[src/rtl/wdog_pkg.sv]
package wdog_pkg;
  // register byte offsets
  localparam int OFF_CTRL   = 'h0;
  localparam int OFF_RELOAD = 'h4;
  localparam int OFF_COUNT  = 'h8;
  // control field positions
  localparam int B_RSTEN  = 0;
  localparam int B_IRQEN  = 2;
  localparam int B_DIV_LO = 3;
  localparam int B_RUN    = 5;
  localparam int B_PS_LO  = 8;
  localparam int CTRL_W   = 16;
  localparam int DSEL_W   = 2;
  localparam logic [CTRL_W-1:0] CTRL_MASK = 16'hFF3D;
  localparam logic [CTRL_W-1:0] CTRL_RST  = 16'h8021;
  // smallest fixed division expressed as a power of two (16)
  localparam int DIV_MIN_LOG2 = 4;
endpackage

[src/rtl/wdog_tick_gen.sv]
module wdog_tick_gen #(
  parameter int PS_W   = 8,
  parameter int DSEL_W = 2,
  parameter int DMIN_L = 4
) (
  input  logic              clk,
  input  logic              rst,
  input  logic              run,
  input  logic [PS_W-1:0]   presc,
  input  logic [DSEL_W-1:0] dsel,
  output logic              tick
);
  localparam int DC_W = DMIN_L + (1 << DSEL_W) - 1;

  logic [PS_W-1:0] pcnt;
  logic [DC_W-1:0] dcnt;
  logic [DC_W-1:0] dlim;
  logic            pwrap;
  logic            dwrap;

  assign dlim  = DC_W'((1 << (DMIN_L + int'(dsel))) - 1);
  assign pwrap = (pcnt >= presc);
  assign dwrap = (dcnt >= dlim);
  assign tick  = run & pwrap & dwrap;

  always_ff @(posedge clk) begin
    if (rst || !run) begin
      pcnt <= '0;
      dcnt <= '0;
    end else if (pwrap) begin
      pcnt <= '0;
      dcnt <= dwrap ? '0 : dcnt + 1'b1;
    end else begin
      pcnt <= pcnt + 1'b1;
    end
  end
endmodule

[src/rtl/wdog_down_counter.sv]
module wdog_down_counter #(
  parameter int              CNT_W   = 16,
  parameter logic [CNT_W-1:0] RST_VAL = 16'h8000
) (
  input  logic             clk,
  input  logic             rst,
  input  logic             tick,
  input  logic             load,
  input  logic [CNT_W-1:0] load_val,
  input  logic [CNT_W-1:0] reload_val,
  output logic [CNT_W-1:0] cnt,
  output logic             expire
);
  logic at_zero;
  assign at_zero = (cnt == '0);
  assign expire  = tick & at_zero & ~load;

  always_ff @(posedge clk) begin
    if (rst)            cnt <= RST_VAL;
    else if (load)      cnt <= load_val;
    else if (tick)      cnt <= at_zero ? reload_val : cnt - 1'b1;
  end
endmodule

[src/rtl/wdog_pulse_stretch.sv]
module wdog_pulse_stretch #(
  parameter int LEN = 128
) (
  input  logic clk,
  input  logic rst,
  input  logic trig,
  output logic pulse
);
  localparam int LC_W = $clog2(LEN + 1);

  logic [LC_W-1:0] left;

  always_ff @(posedge clk) begin
    if (rst) begin
      pulse <= 1'b0;
      left  <= '0;
    end else if (trig) begin
      pulse <= 1'b1;
      left  <= LC_W'(LEN - 1);
    end else if (left != '0) begin
      left  <= left - 1'b1;
    end else begin
      pulse <= 1'b0;
    end
  end
endmodule

[src/rtl/wdog_periph.sv]
module wdog_periph #(
  parameter int ADDR_W  = 4,
  parameter int DATA_W  = 32,
  parameter int CNT_W   = 16,
  parameter int PS_W    = 8,
  parameter int RST_CYC = 128
) (
  input  logic              clk,
  input  logic              rst,
  input  logic [ADDR_W-1:0] bus_addr,
  input  logic              bus_we,
  input  logic [DATA_W-1:0] bus_wdata,
  output logic [DATA_W-1:0] bus_rdata,
  output logic              irq_o,
  output logic              sys_rst_o
);
  import wdog_pkg::*;

  localparam logic [CNT_W-1:0] CNT_RST = CNT_W'(16'h8000);

  logic [CTRL_W-1:0] ctrl_q;
  logic [CNT_W-1:0]  reload_q;
  logic [CNT_W-1:0]  cnt_q;
  logic              sel_ctrl, sel_reload, sel_count;
  logic              wr_count;
  logic              tick;
  logic              expire;
  logic              wdata_unused;

  assign wdata_unused = ^bus_wdata[DATA_W-1:CTRL_W];

  assign sel_ctrl   = (bus_addr == ADDR_W'(OFF_CTRL));
  assign sel_reload = (bus_addr == ADDR_W'(OFF_RELOAD));
  assign sel_count  = (bus_addr == ADDR_W'(OFF_COUNT));
  assign wr_count   = bus_we & sel_count;

  always_ff @(posedge clk) begin
    if (rst) begin
      ctrl_q   <= CTRL_RST;
      reload_q <= CNT_RST;
    end else if (bus_we) begin
      if (sel_ctrl)   ctrl_q   <= bus_wdata[CTRL_W-1:0] & CTRL_MASK;
      if (sel_reload) reload_q <= bus_wdata[CNT_W-1:0];
    end
  end

  wdog_tick_gen #(
    .PS_W  (PS_W),
    .DSEL_W(DSEL_W),
    .DMIN_L(DIV_MIN_LOG2)
  ) u_tick (
    .clk  (clk),
    .rst  (rst),
    .run  (ctrl_q[B_RUN]),
    .presc(ctrl_q[B_PS_LO +: PS_W]),
    .dsel (ctrl_q[B_DIV_LO +: DSEL_W]),
    .tick (tick)
  );

  wdog_down_counter #(
    .CNT_W  (CNT_W),
    .RST_VAL(CNT_RST)
  ) u_cnt (
    .clk       (clk),
    .rst       (rst),
    .tick      (tick),
    .load      (wr_count),
    .load_val  (bus_wdata[CNT_W-1:0]),
    .reload_val(reload_q),
    .cnt       (cnt_q),
    .expire    (expire)
  );

  wdog_pulse_stretch #(
    .LEN(RST_CYC)
  ) u_pulse (
    .clk  (clk),
    .rst  (rst),
    .trig (expire & ctrl_q[B_RSTEN]),
    .pulse(sys_rst_o)
  );

  always_ff @(posedge clk) begin
    if (rst)                              irq_o <= 1'b0;
    else if (wr_count)                    irq_o <= 1'b0;
    else if (expire && ctrl_q[B_IRQEN])   irq_o <= 1'b1;
  end

  always_ff @(posedge clk) begin
    if (rst) begin
      bus_rdata <= '0;
    end else begin
      bus_rdata <= '0;
      if (sel_ctrl)        bus_rdata <= DATA_W'(ctrl_q);
      else if (sel_reload) bus_rdata <= DATA_W'(reload_q);
      else if (sel_count)  bus_rdata <= DATA_W'(cnt_q);
    end
  end
endmodule

[config.mk]
export PLATFORM = sky130hd
export DESIGN_NAME = wdog_periph
export DESIGN_NICKNAME = d
export VERILOG_FILES = /design/src/rtl/wdog_pkg.sv /design/src/rtl/wdog_tick_gen.sv /design/src/rtl/wdog_down_counter.sv /design/src/rtl/wdog_pulse_stretch.sv /design/src/rtl/wdog_periph.sv
export SDC_FILE = /design/constraint.sdc
export NUM_CORES = 1
export LEC_CHECK = 0
export ABC_AREA = 1
export BUFFER_PORTS_ARGS = -buffer_cell sky130_fd_sc_hd__buf_4
export CAP_MARGIN = 5
export CORE_AREA = 2 2 129 131
export DETAILED_ROUTE_END_ITERATION = 8
export DIE_AREA = 0 0 131 133
export HOLD_SLACK_MARGIN = 0.15
export SLEW_MARGIN = 20
export SYNTH_ARGS = -nofsm -noshare
export SYNTH_HDL_FRONTEND = slang
export SYNTH_SLANG_ARGS = --single-unit
[constraint.sdc]
create_clock -name clk -period 2.9 [get_ports clk]
set_input_delay 0 -clock clk [delete_from_list [all_inputs] [get_ports clk]]
set_output_delay 0 -clock clk [all_outputs]
set_load 0.01 [all_outputs]
; Yosys cells after proc, flatten, opt, wreduce, memory -nomap -nowiden
; Index checks and enable logic that the tools add are counted.
[word_totals]
ff_bits = 102
in_bits = 39
output_inout_bits = 34
wordCells = 57
[op_classes]
n_addsub = 6
n_lt_le_gt_ge = 2
eq_ne = 3
n_shift = 1
muxes = 11
bitwise_logic = 7
reduce_logical = 15
[ops]
columns = cell, count
row1 = 16-bit two-way mux, 6
row2 = "1-bit by 32-bit left shift with 7-bit output, first input constant", 1
row3 = 7-bit two-way mux, 3
row4 = 16-bit zero test, 1
row5 = "16-bit by 1-bit subtractor with 16-bit output, second input constant", 1
row6 = "8-bit by 1-bit adder with 8-bit output, second input constant", 1
row7 = 8-bit greater-or-equal comparator, 1
row8 = 8-bit nonzero test, 1
row9 = 2-bit OR reduction, 4
row10 = "8-bit by 1-bit subtractor with 8-bit output, second input constant", 1
row11 = "7-bit by 1-bit adder with 7-bit output, second input constant", 1
row12 = 7-bit greater-or-equal comparator, 1
row13 = "7-bit by 2-bit subtractor with 7-bit output, second input constant", 1
row14 = 1-bit bitwise AND, 6
row15 = "3-bit by 2-bit adder with 4-bit output, first input constant", 1
row16 = "4-bit by 3-bit == test with 1-bit output, second input constant", 1
row17 = "4-bit == test, second input constant", 1
row18 = 4-bit zero test, 1
row19 = 2-bit AND reduction, 2
row20 = 2-bit nonzero test, 2
row21 = 3-bit OR reduction, 1
row22 = 1-bit two-way mux, 2
row23 = "2-bit by 1-bit != test with 1-bit output, second input constant", 1
row24 = 1-bit logical AND, 1
row25 = 3 further kinds, 3

; Depth between registers and ports, before layout
; Gate-level depths: netlist of run 1.
[depth]
ltp_word = 9
ltp_mapped = 16
depth_no_buf = 15

; Hierarchy
; From an unflattened synthesis of run 1, not the netlist that was laid out.
[unflattened]
hier_cells = 862
hier_area_um2 = 5637.9
[modules_own_cells]
columns = module, instances, cells_each, area_each_um2, seq_area_each_um2
row1 = wdog_periph, 1, 394, 2482.4, 920.9
row2 = wdog_down_counter, 1, 228, 1485.2, 320.3
row3 = wdog_tick_gen, 1, 156, 1108.6, 300.3
row4 = wdog_pulse_stretch, 1, 84, 561.8, 180.2

; Worst setup path before layout of run 1
; No wires, ideal clock.
[synth_path]
path_type = reg2reg
start = register ctrl_q[11]
end = register u_cnt.cnt[9]
setup_time_ns = 0.109
t_arrival_ns = 1.643
t_required_ns = 2.791
slack_ns = 1.148
stages_incl_launch_ff = 16
n_path_buf = 1
synth_period_minus_slack_ns = 1.752
path_cell_list = dfxtp_1 > inv_1 > ha_1 > nand2_1 > nor2_1 > nor2_1 > nand2_1 > nand2_1 > nand2_1 > nand3_1 > nand2_2 > buf_4 > o21ai_0 > inv_1 > nand2_1 > inv_1
[synth_between]
elab_chain_cells = 4
[synth_rtl]
columns = item, line_no
row1 = "start, declared", wdog_periph.sv:21  ; logic [CTRL_W-1:0] ctrl_q;
row2 = "start signal, assigned", wdog_periph.sv:42  ; if (sel_ctrl) ctrl_q <= bus_wdata[CTRL_W-1:0] & CTRL_MASK;
row3 = 8-bit greater-or-equal comparator, wdog_tick_gen.sv:22  ; assign pwrap = (pcnt >= presc);
row4 = 1-bit bitwise AND (2 in a row), wdog_tick_gen.sv:24  ; assign tick = run & pwrap & dwrap;
row5 = 2-bit nonzero test (no source line), -
row6 = "end signal, assigned", wdog_down_counter.sv:20  ; else if (load) cnt <= load_val;
row7 = "end signal, assigned", wdog_down_counter.sv:21  ; else if (tick) cnt <= at_zero ? reload_val : cnt - 1'b1;
row8 = "end, declared", wdog_down_counter.sv:11  ; output logic [CNT_W-1:0] cnt,
; Every way passes these cells.
; A chain may end at the register's enable or synchronous reset.

; Worst setup path in the final report of run 1
[layout_path]
start = register ctrl_q[11]
end = register u_cnt.cnt[14]
; Same word-level chain as after synthesis.

==> results of run 1 <==
-- worst max-delay path by stage --
stage,to,slack (ns),cells past startpoint,startpoint
floorplan,u_cnt.cnt[9]$_SDFFE_PP0P_,1.15,15,ctrl_q[11]$_SDFFE_PP0P_
global placement,u_cnt.cnt[14]$_SDFFE_PP0P_,0.63,14,ctrl_q[11]$_SDFFE_PP0P_
detailed placement,u_cnt.cnt[14]$_SDFFE_PP0P_,0.63,14,u_tick.pcnt[0]$_SDFF_PP0_
CTS,u_cnt.cnt[14]$_SDFFE_PP0P_,0.60,14,u_tick.pcnt[0]$_SDFF_PP0_
global route,u_cnt.cnt[9]$_SDFFE_PP0P_,0.38,15,ctrl_q[11]$_SDFFE_PP0P_
finish,u_cnt.cnt[14]$_SDFFE_PP0P_,0.63,14,ctrl_q[11]$_SDFFE_PP0P_
-- report_power, final --
group          internal [mW]  leakage, nW  switching, mW
Combinational          0.236         1.73          0.339
Sequential              1.25        0.697         0.0531
Clock                  0.888        0.168          0.479
-- logic make-up after synthesis --
| family | synth area share |
|---|---|
| AND/OR/NAND/NOR | 0.258 |
| AO/OA/AOI/OAI | 0.172 |
| buffers and inverters | 0.132 |
| flip-flops | 0.375 |
| adder cells (fa/ha/maj) | 0.0409 |
| XOR/XNOR | 0.0210 |
| other | 0.000818 |
-- layer usage --
layer  wire length (microns)  vias to the layer above  share of wire
li1                        -                     2183              -
met1                    5550                     1848           0.49
met2                    5110                       92           0.45
met3                     548                       11          0.048
met4                     140                        0          0.012
met5                       0                        -              0
-- per-stage QoR --
stage          power (mW)  setup WS (ns)  utilization
5_1_grt              3.42          0.380        0.349
6_report             3.25          0.630        0.349
3_5_place_dp         1.87          0.628        0.311
4_1_cts              3.28          0.604        0.349
2_1_floorplan        1.76           1.15            -
3_3_place_gp         1.87          0.631        0.311
-- registers in the layout, indices dropped and copies added, names as in the netlist --
signal	count
u_tick.dcnt	7
u_pulse.pulse	1
irq_o	1
u_pulse.left	8
u_cnt.cnt	16
u_tick.pcnt	8
bus_rdata	16
reload_q	16
ctrl_q	13
-- cells in the mapped netlist, drive strengths merged --
cell type	instances
nor3b	3
o21ai	64
conb	1
a31oi	6
o21a	1
clkinv	2
xor2	10
inv	97
nand3	27
or2	5
o21bai	1
nor3	6
o211ai	6
clkbuf	8
nand4	7
buf	29
dfxtp	86
xnor2	1
ha	15
nand2	118
a21oi	51
nor2	89
a21boi	2
nand3b	1
o22ai	15
-- area by class of cell --
type	count	area (sq um)	share of cell area
clock buffer	11	253	0.0448
clock inverter	5	105	0.0186
tap	220	275	0.0488
multi-input combinational	444	2320	0.410
inverter	99	374	0.0663
timing repair buffer	70	601	0.106
sequential	86	1720	0.305
-- worst max-delay path, delay by kind of cell, from the launching register on --
family,cells,cell delay [ns]
fa+ha+maj,1,0.29
buf+inv,2,0.29
flops,1,0.30
simple gates,11,1.26
-- repair_timing --
action                                 4_1_cts  5_1_grt
resized for setup                            0        0
hold buffers                                25        0
endpoints found under the hold margin       55        0
==> results.cfg, run 1 <==
[floorplan]
die_height_microns = 133
core-area_sq_um = 16200
die-area_sq_um = 17400
start_util = 0.284
io_pins = 73
rows = 47
dieWidth_microns = 131

[drt]
drc_errors = 0
routed_via_density = 4.42
wire_per_inst_microns = 12.1
drt_iter0_drc = 263
first_pass_iters = 5
drt-total-wl_mm = 11.4
ant_nets = 0
vias = 4134

[yosys]
synth.largest_area_cell = dfxtp_1
synth.avg_cell_area_sq_um = 7.05
synth_top_area_frac = 0.375
yosysSeqAreaShare = 0.375
synth_area_leaders = dfxtp_1 (38%), nand2_1 (9.4%), inv_1 (7.2%)
syn-cell-area_sq_um = 4590
ys_types = 41
syn_inst = 651
yosysWarnings = 0
yosys_register_bits = 86

[sta]
fmax_ghz = 0.441
finalClockSkew_ns = 0.00854
fin_tns_setup_ns = 0
drv_slew = 0
finalCritPeriodShare = 0.783
worst_pin_slew_ns = 0.675
finalHoldViolations = 0
slew-limit-headroom = 0.550
rsz0062_at_grt = no
timing.hold.ws_ns = 0.165
setup_viol = 0
period_needed_ns = 2.27

[worst_setup_path]
crit_chain = inv_1, ha_1, nand2_1, nor2_1, nor2_1, nand2_1, nand2_1, nand2_1, nand3_1, nand2_2, buf_4, nand3_1, nor2_1, nor2_1
cp-end-kind = flip-flop
critPathMaxStageDelay_ns = 0.30
crit_arrival_ns = 2.50
start_kind = flip-flop
r2r-start = ctrl_q[11]$_SDFFE_PP0P_
r2r_slack_ns = 0.63
rr_worst_depth = 14
worstReg2RegEnd = u_cnt.cnt[14]$_SDFFE_PP0P_
crit_type = reg -> reg
critPathSlowestCell = dfxtp_1
crit_required_ns = 3.13
crit_fanout = 13

[global_route]
grt_util_met3 = 0.0303
grtUsageMet1 = 0.181
busiest_layer = met2
grt_overflow = 0
met2_usage = 0.212
grt_pass1_vias = 3697
grt_pass1_wl_mm = 18.2
grt_max_degree = 32
track_usage = 0.134
antenna_found_initial = 0

[final_layout]
area_growth_pct = 23.1
design_area_sq_um = 5650
diodes = 0
finish.net_count = 764
final_common_cell = nand2_1
layout_common_cells = nand2_1 (115), inv_1 (88), dfxtp_1 (86)
fill_cells = 1728
drive_above_1_share = 0.137
layout.cells.non_filler = 935

[min_path]
hold_path_depth = 7
min_to = bus_rdata[7]$_SDFF_PP0_
hold_start = bus_addr[0]
hp-class = in -> reg

[clock_tree]
numCtsBuffers = 9
path_clk_slew_ns = 0.06
clock-sinks = 86
cts-htree-levels = 3
root_buffer = clkbuf_16
clockBufferDepth = 2
cts_tree = built
cts_setup_buffers = 0
worstSkewPairLatency_ns = 0.35

[placed_design]
dp_cells = 894
placed_cell_area_sq_um = 5040
dp_hpwl_mm = 7.97
io_buffers = 40
place_congestion = 0.795

[flow_run]
maxCapViolCount = 0

[pwr]
irDropWorstVdd_mv = 0.280
leakagePower_nw = 2.60
power_per_cell_area_nw_per_um2 = 575

[outcome]
status = finished clean
No activity file was read; power rests on OpenSTA's default activity.
==> run 2: changes to the inputs <==
- clock period: 2.9 -> 2.3 ns (I/O delays scaled with it)
==> run 2 against run 1 <==
  * Global-route usage up 0.28 points
  * Hold slack improved by 0.0041 ns
  * Register-to-register slack worse by 0.35 ns
  * Critical endpoint is now u_cnt.cnt[0]$_SDFFE_PP0P_
  * Largest cell class unchanged
==> results.cfg, run 2 (synthesis gave the netlist of run 1 again) <==
[final_layout]
area_growth_pct = 21.5
layout_common_cells = nand2_1 (115), inv_1 (88), dfxtp_1 (86)
final_common_cell = nand2_1
design_area_sq_um = 5570
layout.cells.non_filler = 938
drive_above_1_share = 0.136
top_regs = bus_rdata x16, reload_q x16, u_cnt.cnt x16
fin_util = 0.345
multi_input_area_sq_um = 2320
regArea_sq_um = 1720
finish.net_count = 767
fill_cells = 1722
diodes = 0

[sta]
rsz0062_at_grt = no
fin_tns_setup_ns = 0
period_needed_ns = 2.02
finalClockSkew_ns = 0.00668
setup_viol = 0
finalWorstSetupSlack_ns = 0.278
drv_slew = 0
timing.hold.ws_ns = 0.169
finalCritPeriodShare = 0.879
finalHoldViolations = 0
fmax_ghz = 0.495

[global_route]
antenna_found_initial = 0
track_usage = 0.137
grt_pass1_wl_mm = 19.0
grt_overflow = 0
grt_max_degree = 40
grt_pass1_vias = 3923

[drt]
ant_nets = 0
routed_via_density = 4.40
drt_iter0_drc = 224
drt-total-wl_mm = 11.2
wire_per_inst_microns = 11.9
drc_errors = 0
vias = 4125
first_pass_iters = 5

[floorplan]
rows = 47
dieWidth_microns = 131
die-area_sq_um = 17400
start_util = 0.284
die_height_microns = 133
io_pins = 73
core-area_sq_um = 16200

[pwr]
power_per_cell_area_nw_per_um2 = 665
leakagePower_nw = 2.56
irDropWorstVdd_mv = 0.363
power_mw = 3.70

[clock_tree]
cts_tree = built
root_buffer = clkbuf_16
cts-htree-levels = 3
numCtsBuffers = 9
worstSkewPairLatency_ns = 0.34
clock-sinks = 86
path_clk_slew_ns = 0.06
cts_setup_buffers = 0
clockBufferDepth = 2

[worst_setup_path]
start_kind = flip-flop
cp-end-kind = flip-flop
crit_arrival_ns = 2.24
crit_fanout = 9
crit_required_ns = 2.52
crit_type = reg -> reg

[placed_design]
dp_hpwl_mm = 8.03
place_congestion = 0.841
place_ws_ns = 0.274
io_buffers = 40
dp_cells = 897
placed_cell_area_sq_um = 5050

[flow_run]
maxCapViolCount = 0

[outcome]
status = finished clean

[min_path]
hp-class = in -> reg
[run 2: worst paths after layout]
kind                             start                   endpoint  slack (ns)  depth (start not counted)
max reg2reg  u_cnt.cnt[1]$_SDFFE_PP0P_  u_cnt.cnt[0]$_SDFFE_PP0P_        0.28                         12
min reg2reg  u_cnt.cnt[1]$_SDFFE_PP0P_  u_cnt.cnt[1]$_SDFFE_PP0P_        0.47                          2
min                        bus_addr[0]    bus_rdata[7]$_SDFF_PP0_        0.17                          7
max          u_cnt.cnt[1]$_SDFFE_PP0P_  u_cnt.cnt[0]$_SDFFE_PP0P_        0.28                         12
[run 2: where the power goes]
part           switching [mW]  leakage [nW]  internal, mW  total [mW]
logic                   0.426          1.74         0.298       0.724
registers              0.0648         0.697          1.58        1.64
clock network           0.578         0.126         0.761        1.34
total                    1.07          2.56          2.64        3.70
[run 2: cell type report]
type	count	area share
flip-flops and latches	86	0.309
inverters	99	0.0671
repair buffers	73	0.110
clock buffers	13	0.0449
multi-input cells	444	0.416
well taps	220	0.0494
clock inverters	3	0.00359
[run 2: worst max-delay path, cell delays in order, from the launching register on]
cell and delay, ns:
dfxtp_1 0.31, inv_1 0.09, ha_1 0.17, inv_1 0.07
nor2_4 0.12, nand2_1 0.14, nor2_2 0.17, nand2_1 0.22
buf_4 0.25, nand2_1 0.06, o21ai_0 0.07, o211ai_1 0.16
a21oi_1 0.08
[run 2: timing repair]
| action | in CTS | in global routing |
|---|---|---|
| hold buffers | 25 | 0 |
| gates resized for setup | 0 | 1 |
| endpoints found under the hold margin | 55 | 0 |
| endpoints found under the setup margin | 0 | 1 |
[run 2: per-layer routing]
layer | up-vias | GRT usage | share of wire
met4 | 0 | 0.0378 | 0.011
met3 | 11 | 0.0315 | 0.049
met2 | 92 | 0.216 | 0.45
met5 | - | 0 | 0
li1 | 2186 | - | -
met1 | 1836 | 0.187 | 0.49
==> run 3: changes to the inputs <==
- clock period: 2.3 -> 2 ns (I/O delays scaled with it)
==> run 3 against run 2 <==
  * Via count rose by 1.3%
  * Hold slack improved by 0.059 ns
  * Setup slack got worse by 0.18 ns
  * Sequential cell count did not move
  * Final area rose by 4.8%
  * Count of clock-buffer cells in the layout fell by 1
  * Clock power rose by 29%
  * Cell count rose by 1.3%
  * Largest power group unchanged
  * Highest routed layer unchanged
==> results.cfg, run 3 (synthesis gave the netlist of run 1 again) <==
[final_layout]
finish.net_count = 780
top_regs = bus_rdata x16, reload_q x16, u_cnt.cnt x16
fill_cells = 1727
drive_above_1_share = 0.173
final_common_cell = nand2_1
diodes = 0
regArea_sq_um = 1720
area_growth_pct = 27.3
layout_common_cells = nand2_1 (112), inv_1 (85), dfxtp_1 (84)
fin_util = 0.361
multi_input_area_sq_um = 2410

[worst_setup_path]
critPathMaxStageDelay_ns = 0.58
cp_common_cell = dlygate4sd3_1
r2r_slack_ns = 0.1
cp-end-kind = flip-flop
start_kind = flip-flop
crit_required_ns = 2.30
crit_arrival_ns = 2.20
r2r-start = u_cnt.cnt[7]$_SDFFE_PP0P_
crit_fanout = 5
rr_worst_depth = 4
crit_type = reg -> reg
worstReg2RegEnd = bus_rdata[7]$_SDFF_PP0_
critPathSlowestCell = dlygate4sd3_1
crit_chain = nand4_1, dlygate4sd3_1, a21oi_1, dlygate4sd3_1
critPathLaunch = u_cnt.cnt[7]$_SDFFE_PP0P_

[drt]
routed_via_density = 4.40
drt_iter0_drc = 279
vias = 4177
first_pass_iters = 5
ant_nets = 0
drc_errors = 0
drt-total-wl_mm = 11.7
wire_per_inst_microns = 12.3

[clock_tree]
cts_setup_buffers = 0
worstSkewPairLatency_ns = 0.35
cts_tree = built
clockBufferDepth = 2
cts-htree-levels = 3
clock-sinks = 86
root_buffer = clkbuf_16
numCtsBuffers = 9
path_clk_slew_ns = 0.06

[flow_run]
maxCapViolCount = 0

[floorplan]
die_height_microns = 133
start_util = 0.284
die-area_sq_um = 17400
io_pins = 73
dieWidth_microns = 131
core-area_sq_um = 16200
rows = 47

[sta]
timing.hold.ws_ns = 0.228
fmax_ghz = 0.526
setup_viol = 0
drv_slew = 0
finalHoldViolations = 0
finalCritPeriodShare = 0.951
finalClockSkew_ns = 0.00651
period_needed_ns = 1.90

[min_path]
hold_path_depth = 4
min_to = ctrl_q[0]$_SDFFE_PP1P_
hp-class = in -> reg
hold_start = bus_we

[global_route]
grt_overflow = 0
antenna_found_initial = 0
grt_pass1_vias = 3822
track_usage = 0.140
grt_util_met3 = 0.0319
grt_max_degree = 49
busiest_layer = met2
grtUsageMet1 = 0.191
met2_usage = 0.218
grt_pass1_wl_mm = 19.1

[placed_design]
io_buffers = 40
place_congestion = 0.841
dp_hpwl_mm = 8.47

[pwr]
power_per_cell_area_nw_per_um2 = 768
leakagePower_nw = 2.71
power_mw = 4.49
irDropWorstVdd_mv = 0.409

[outcome]
status = finished clean
## run 3: cell types whose count changed in the layout (fill, tap and decap cells not counted), moves of 3 or more
cell      change
inv_1         -3
clkbuf_1      -3
buf_4         +8
ha_4          +3
ha_1          -3
nand2_1       -3
## run 3: per-layer routing
metal,wire length [microns],vias to the layer above
met5,0,-
met3,537,14
met1,5580,1866
met4,208,0
met2,5380,88
li1,-,2209
## run 3: power breakdown
group          internal [mW]  switching (mW)  total (mW)
Sequential              1.81          0.0784        1.89
Clock                   1.06           0.675        1.73
Combinational          0.366           0.492       0.858
Total                   3.24            1.25        4.49
## run 3: worst max path at each step
stage | endpoint | slack, ns | depth (start not counted)
after floorplan | u_cnt.cnt[9]$_SDFFE_PP0P_ | 0.25 | 15
after global placement | u_cnt.cnt[7]$_SDFFE_PP0P_ | 0.12 | 11
after detailed placement | u_cnt.cnt[0]$_SDFFE_PP0P_ | 0.07 | 13
after CTS | u_cnt.cnt[0]$_SDFFE_PP0P_ | 0.03 | 13
after global routing | u_cnt.cnt[8]$_SDFFE_PP0P_ | -0.02 | 12
final | bus_rdata[7]$_SDFF_PP0_ | 0.1 | 4
## run 3: cell type report
class                   instances  share of cell area
multi-input cells             444               0.412
clock buffers                  12              0.0456
inverters                      99              0.0649
flip-flops and latches         86               0.295
clock inverters                 3             0.00729
repair buffers                 86               0.127
well taps                     220              0.0471
## run 3: per-stage QoR
stage,area [sq um],instances,TNS (ns),setup slack (ns)
floorplan,4640,666,0,0.248
global placement,5160,909,0,0.125
detailed placement,5160,909,0,0.0700
CTS,5730,950,0,0.0326
global route,5840,950,-0.0986,-0.0227
finish,5840,950,0,0.0976
## run 3: timing repair
action / 4_1_cts / 5_1_grt
endpoints found under the hold margin: 55 / 0
hold buffers: 26 / 0
gates resized for setup: 0 / 24
endpoints found under the setup margin: 0 / 35
## run 3: worst max-delay path: cells and delay by family (launching register included)
family          cells  cell delay, ns
flops               1            0.49
simple gates        1            0.12
buf+inv             2            1.12
compound gates      1            0.12
